### src/rtl/pit_pkg.sv
package pit_pkg;
    localparam int RATE_W = 3;
    localparam int GEN_W  = 4;
    localparam int REG_W  = 1 + RATE_W + GEN_W;

    typedef enum logic [0:0] {DIV_IDLE, DIV_COUNTING} div_state_e;
    typedef enum logic [0:0] {FLG_CLEAR, FLG_PENDING} flg_state_e;

    // A rate code produces events only for codes 1..6.
    function automatic logic rate_active(input logic [RATE_W-1:0] code);
        return (code != '0) && (code != '1);
    endfunction

    // log2 of the period, counted in time-base strobes.
    function automatic logic [3:0] rate_shift(input logic [RATE_W-1:0] code);
        logic [3:0] s;
        unique case (code)
            3'd1:    s = 4'd0;
            3'd2:    s = 4'd2;
            3'd3:    s = 4'd4;
            3'd4:    s = 4'd6;
            3'd5:    s = 4'd7;
            3'd6:    s = 4'd8;
            default: s = 4'd0;
        endcase
        return s;
    endfunction
endpackage

### src/rtl/pit_rate_decode.sv
module pit_rate_decode
    import pit_pkg::*;
#(
    parameter int DIV_W = 8
) (
    input  logic [RATE_W-1:0] code,
    output logic [DIV_W-1:0]  term
);
    localparam int FULL_W = DIV_W + 1;

    logic [FULL_W-1:0] period;

    always_comb begin
        period = FULL_W'(1) << rate_shift(code);
        term   = DIV_W'(period - FULL_W'(1));
    end
endmodule

### src/rtl/pit_tick_divider.sv
module pit_tick_divider
    import pit_pkg::*;
#(
    parameter int DIV_W = 8
) (
    input  logic             clk,
    input  logic             rst_n,
    input  logic             tick,
    input  logic             restart,
    input  logic             restart_active,
    input  logic [DIV_W-1:0] term,
    output logic             evt
);
    div_state_e       st_q, st_nx;
    logic [DIV_W-1:0] cnt_q, cnt_nx;

    // State register
    always_ff @(posedge clk) begin
        if (!rst_n) begin
            st_q  <= DIV_IDLE;
            cnt_q <= '0;
        end else begin
            st_q  <= st_nx;
            cnt_q <= cnt_nx;
        end
    end

    // Next state and count
    always_comb begin
        st_nx  = st_q;
        cnt_nx = cnt_q;
        unique case (st_q)
            DIV_IDLE: begin
                if (restart && restart_active) st_nx = DIV_COUNTING;
            end
            DIV_COUNTING: begin
                if (restart) begin
                    st_nx = restart_active ? DIV_COUNTING : DIV_IDLE;
                end else if (tick) begin
                    cnt_nx = (cnt_q == term) ? '0 : cnt_q + DIV_W'(1);
                end
            end
            default: st_nx = DIV_IDLE;
        endcase
        if (restart) cnt_nx = '0;
    end

    // Outputs
    always_comb begin
        evt = 1'b0;
        unique case (st_q)
            DIV_IDLE:     evt = 1'b0;
            DIV_COUNTING: evt = tick && !restart && (cnt_q == term);
            default:      evt = 1'b0;
        endcase
    end
endmodule

### src/rtl/pit_flag_fsm.sv
module pit_flag_fsm
    import pit_pkg::*;
(
    input  logic clk,
    input  logic rst_n,
    input  logic evt,
    input  logic clr,
    output logic flag
);
    flg_state_e st_q, st_nx;

    // State register
    always_ff @(posedge clk) begin
        if (!rst_n) st_q <= FLG_CLEAR;
        else        st_q <= st_nx;
    end

    // Next state: an event beats a clear in the same cycle
    always_comb begin
        st_nx = st_q;
        unique case (st_q)
            FLG_CLEAR:   if (evt) st_nx = FLG_PENDING;
            FLG_PENDING: if (clr && !evt) st_nx = FLG_CLEAR;
            default:     st_nx = FLG_CLEAR;
        endcase
    end

    // Outputs
    always_comb begin
        unique case (st_q)
            FLG_PENDING: flag = 1'b1;
            default:     flag = 1'b0;
        endcase
    end
endmodule

### src/rtl/periodic_irq_gen.sv
module periodic_irq_gen
    import pit_pkg::*;
#(
    parameter int DIV_W = 8
) (
    input  logic             clk,
    input  logic             rst_n,
    input  logic             tick_256,
    input  logic             ctl_wr,
    input  logic             sel_wr,
    input  logic [REG_W-1:0] wdata,
    output logic [REG_W-1:0] ctrl_q,
    output logic             irq
);
    localparam int RATE_LO = GEN_W;
    localparam int RATE_HI = GEN_W + RATE_W - 1;

    logic [RATE_W-1:0] rate_q;
    logic [GEN_W-1:0]  gen_q;
    logic [RATE_W-1:0] rate_new;
    logic [DIV_W-1:0]  term;
    logic              any_wr, restart, clr, evt_w, flag;

    assign any_wr   = ctl_wr || sel_wr;
    assign rate_new = wdata[RATE_HI:RATE_LO];
    assign restart  = any_wr && (rate_new != rate_q);
    assign clr      = ctl_wr && !wdata[REG_W-1];

    always_ff @(posedge clk) begin
        if (!rst_n) begin
            rate_q <= '0;
            gen_q  <= '0;
        end else begin
            if (any_wr) rate_q <= rate_new;
            if (ctl_wr) gen_q  <= wdata[GEN_W-1:0];
        end
    end

    pit_rate_decode #(.DIV_W(DIV_W)) u_dec (
        .code (rate_q),
        .term (term)
    );

    pit_tick_divider #(.DIV_W(DIV_W)) u_div (
        .clk            (clk),
        .rst_n          (rst_n),
        .tick           (tick_256),
        .restart        (restart),
        .restart_active (rate_active(rate_new)),
        .term           (term),
        .evt            (evt_w)
    );

    pit_flag_fsm u_flag (
        .clk   (clk),
        .rst_n (rst_n),
        .evt   (evt_w),
        .clr   (clr),
        .flag  (flag)
    );

    assign ctrl_q = {flag, rate_q, gen_q};
    assign irq    = flag && (rate_q != '0);
endmodule

### config.mk
export PLATFORM = sky130hd
export DESIGN_NAME = periodic_irq_gen
export DESIGN_NICKNAME = d
export VERILOG_FILES = /design/src/rtl/pit_pkg.sv /design/src/rtl/pit_rate_decode.sv /design/src/rtl/pit_tick_divider.sv /design/src/rtl/pit_flag_fsm.sv /design/src/rtl/periodic_irq_gen.sv
export SDC_FILE = /design/constraint.sdc
export NUM_CORES = 1
export LEC_CHECK = 0
export ABC_AREA = 0
export BUFFER_PORTS_ARGS = -buffer_cell sky130_fd_sc_hd__buf_4
export CAP_MARGIN = 20
export CELL_PAD_IN_SITES_DETAIL_PLACEMENT = 0
export CELL_PAD_IN_SITES_GLOBAL_PLACEMENT = 2
export CORE_AREA = 2 2 64 54
export CTS_CLUSTER_DIAMETER = 30
export CTS_CLUSTER_SIZE = 28
export DETAILED_ROUTE_END_ITERATION = 7
export DIE_AREA = 0 0 66 56
export GPL_TIMING_DRIVEN = 0
export PLACE_DENSITY_LB_ADDON = 0.1
export SYNTH_ARGS = -nofsm -noshare
export SYNTH_HDL_FRONTEND = slang
export SYNTH_HIERARCHICAL = 1
export SYNTH_SLANG_ARGS = --single-unit
### constraint.sdc
create_clock -name clk -period 4.55 [get_ports clk]
set_input_delay 0.6825 -clock clk [delete_from_list [all_inputs] [get_ports clk]]
set_output_delay 0.6825 -clock clk [all_outputs]
set_load 0.01 [all_outputs]
==> metrics <==
#FFs+latches synth=17; Leakage=0.521 nW; IO Count=22; asr flop ratio synth=0%; sw power=0.0000901 W; CP arrival=2.57 ns; clock skew=0.00125 ns; die width=66 um; Required @ worst endpoint=4.70 ns; Hold Vio Cnt, Final=0; post-CTS setup repair buffer count=0; Sink Count=17; setup tns final=0 ns; CTS Buf Count=3; Pint=0.000247 W; Post-Syn Instances=109; Clk network pwr share=35.2%; HPWL after detailed placement=1.57 mm; initial antenna violation count=0; Cell Area, Synth=1000 um2; Combinational Power Share=16.9%; worst r2r path cells=8; vias per cell=4.60; vias in the first global route=748; ANT nets after route=0; DR vias=801; CP endpoint kind=flip-flop; Max-Cap Viols=0; min Tclk post-route=2.42 ns; count leader, synth=dfxtp_1; global-route wire length before repair=3.51 mm; full die area=3700 um2; RR Startpoint=rate_q[0]; Final Max Slew Viols=0; hold path depth=2; Die Ht=56 um; top cells by count, synth=dfxtp_1, nor2_1, xnor2_1, xor2_1, nor2b_1; setup slack, reg-to-reg=2.13 ns; switching portion of total power=26.7%; top post-synthesis cells by area=dfxtp_1, xnor2_1, xor2_1; Clock Tree Root=clkbuf_8; sequential share of the synthesized area=34.0%; nets=150; Worst-path clk slew=0.07 ns; Layout area overhead=25.6%; DP Cell Count=170; # resized after CTS=0; worst hold path startpoint=u_div/cnt_q[1]; CP max FO=9; startpoint types=flip-flop; EDFF count, synth=0; CTS tree=built; final setup vio count=0; largest net degree at the start of global routing=12; Initial Util=33.2%; fill count=330; sequential power share=47.9%; FF-to-FF End=u_div/cnt_q[4]; total global routing overflow=0; clk buf depth=2; H-tree depth=1; syn_nets=124; share of layout cells above drive strength 1=27.6%; Pwr Density=268 nW/um2; drt wl/cell=12.1 um; fmax=413 MHz; worst vdd ir=174 uV; status=complete, no violations; Core Util, Final=41.7%; syn avg cell area=9.19 um2; Final Routed Wirelength=2.10 mm; Antenna Cells=0; hold bufs inserted after CTS=0; non-filler cells, final=174; gpl congestion=0.677; Yosys cell types=34; Clock Latency Late Sink=0.25 ns; DRT iter0 DRCs=13; critical path class=flip-flop to flip-flop; Port Buffers=21; DRC Markers=0; total iterations of the first detailed-routing run=2; RSZ-0062 raised after global routing=false; main flop type after synthesis=dfxtp_1; CORE AREA=3020 um2; WHS Endpoint=u_div/cnt_q[1]; Yosys top cell area share=34.0%; fin crit share=53.2%; Tot GR Track Use=12.5%; cell taking the most area after synthesis=dfxtp_1; row count=18; HP Class=flip-flop to flip-flop; YS warnings=6
area by class of cell:
cell class,count,area (um2),area share (%)
plain buffers,2,18.8,1.49
clock buffers,3,41.3,3.28
well taps,40,50.0,3.98
inverters,1,3.75,0.298
clock inverters,1,7.51,0.596
flip-flops and latches,17,340,27.0
repair buffers,21,158,12.5
multi-input cells,89,639,50.8
worst max-delay path by stage:
stage,startpoint,to,cells after the start
finish,rate_q[0],u_div/cnt_q[4],8
global placement,rate_q[1],u_div/cnt_q[4],8
global route,rate_q[0],u_div/cnt_q[7],8
detailed placement,rate_q[0],u_div/cnt_q[2],8
CTS,rate_q[1],u_div/cnt_q[2],8
floorplan,rate_q[2],u_div/cnt_q[0],7
critical path: stages, from the launching register on:
cell     delay (ns)
dfxtp_1        0.54
nand2_1        0.16
mux2_2         0.32
ha_1           0.22
mux2_4         0.28
xor2_1         0.15
nor3_1         0.25
a41o_2         0.33
nor2_1         0.07
through the flow:
| step | total power, W | setup WS (ns) | cell area, um2 | hold slack (ns) |
|---|---|---|---|---|
| after floorplan | 0.000199 | 2.36 | 1000 | 0.477 |
| after global placement | 0.000222 | 2.09 | 1210 | 0.501 |
| after detailed placement | 0.000223 | 2.07 | 1210 | 0.504 |
| after CTS | 0.000343 | 2.07 | 1260 | 0.518 |
| after global routing | 0.000358 | 1.95 | 1260 | 0.545 |
| final | 0.000337 | 2.13 | 1260 | 0.516 |
kinds of logic after synthesis:
group	synth area share (%)
buf+inv	2.25
other cells	0.374
compound gates	7.62
fa+ha+maj	2.50
xor+xnor	18.4
flops	34.0
mux	7.62
simple gates	27.3
state kept, by name (all words and copies together) (netlist names), named ones only:
signal       count
u_div/cnt_q      8
gen_q            4
rate_q           3
u_flag/st_q      1
layer usage:
layer,GRT usage (%),wire [um],up-vias
met1,16.8,1040,367
met2,18.3,942,15
met3,4.86,97,2
li1,-,-,417
met5,0,0,-
met4,3.50,19,0
power by group through the flow:
stage / Clock, W / Combinational (W) / Sequential [W]
after floorplan: 0 / 0.0000339 / 0.000165
after global placement: 0 / 0.0000567 / 0.000165
after detailed placement: 0 / 0.0000578 / 0.000165
after CTS: 0.000124 / 0.0000580 / 0.000162
after global routing: 0.000132 / 0.0000629 / 0.000163
final: 0.000119 / 0.0000569 / 0.000161
cell usage in the layout (no fill, tap or decap), types with 2 or more instances in the layout:
| cell | count |
|---|---|
| o21ai_0 | 3 |
| mux2i_1 | 5 |
| nor2_1 | 13 |
| xor2_1 | 10 |
| dfxtp_1 | 17 |
| and2_2 | 2 |
| xnor2_1 | 11 |
| clkbuf_8 | 3 |
| buf_4 | 22 |
| nor2b_1 | 7 |
| nand3_1 | 3 |
| or3b_1 | 3 |
| a21boi_0 | 2 |
| nand4_1 | 2 |
| ha_1 | 2 |
| nor3_1 | 4 |
| nand2_1 | 6 |
(Power assumes the default switching activity.)
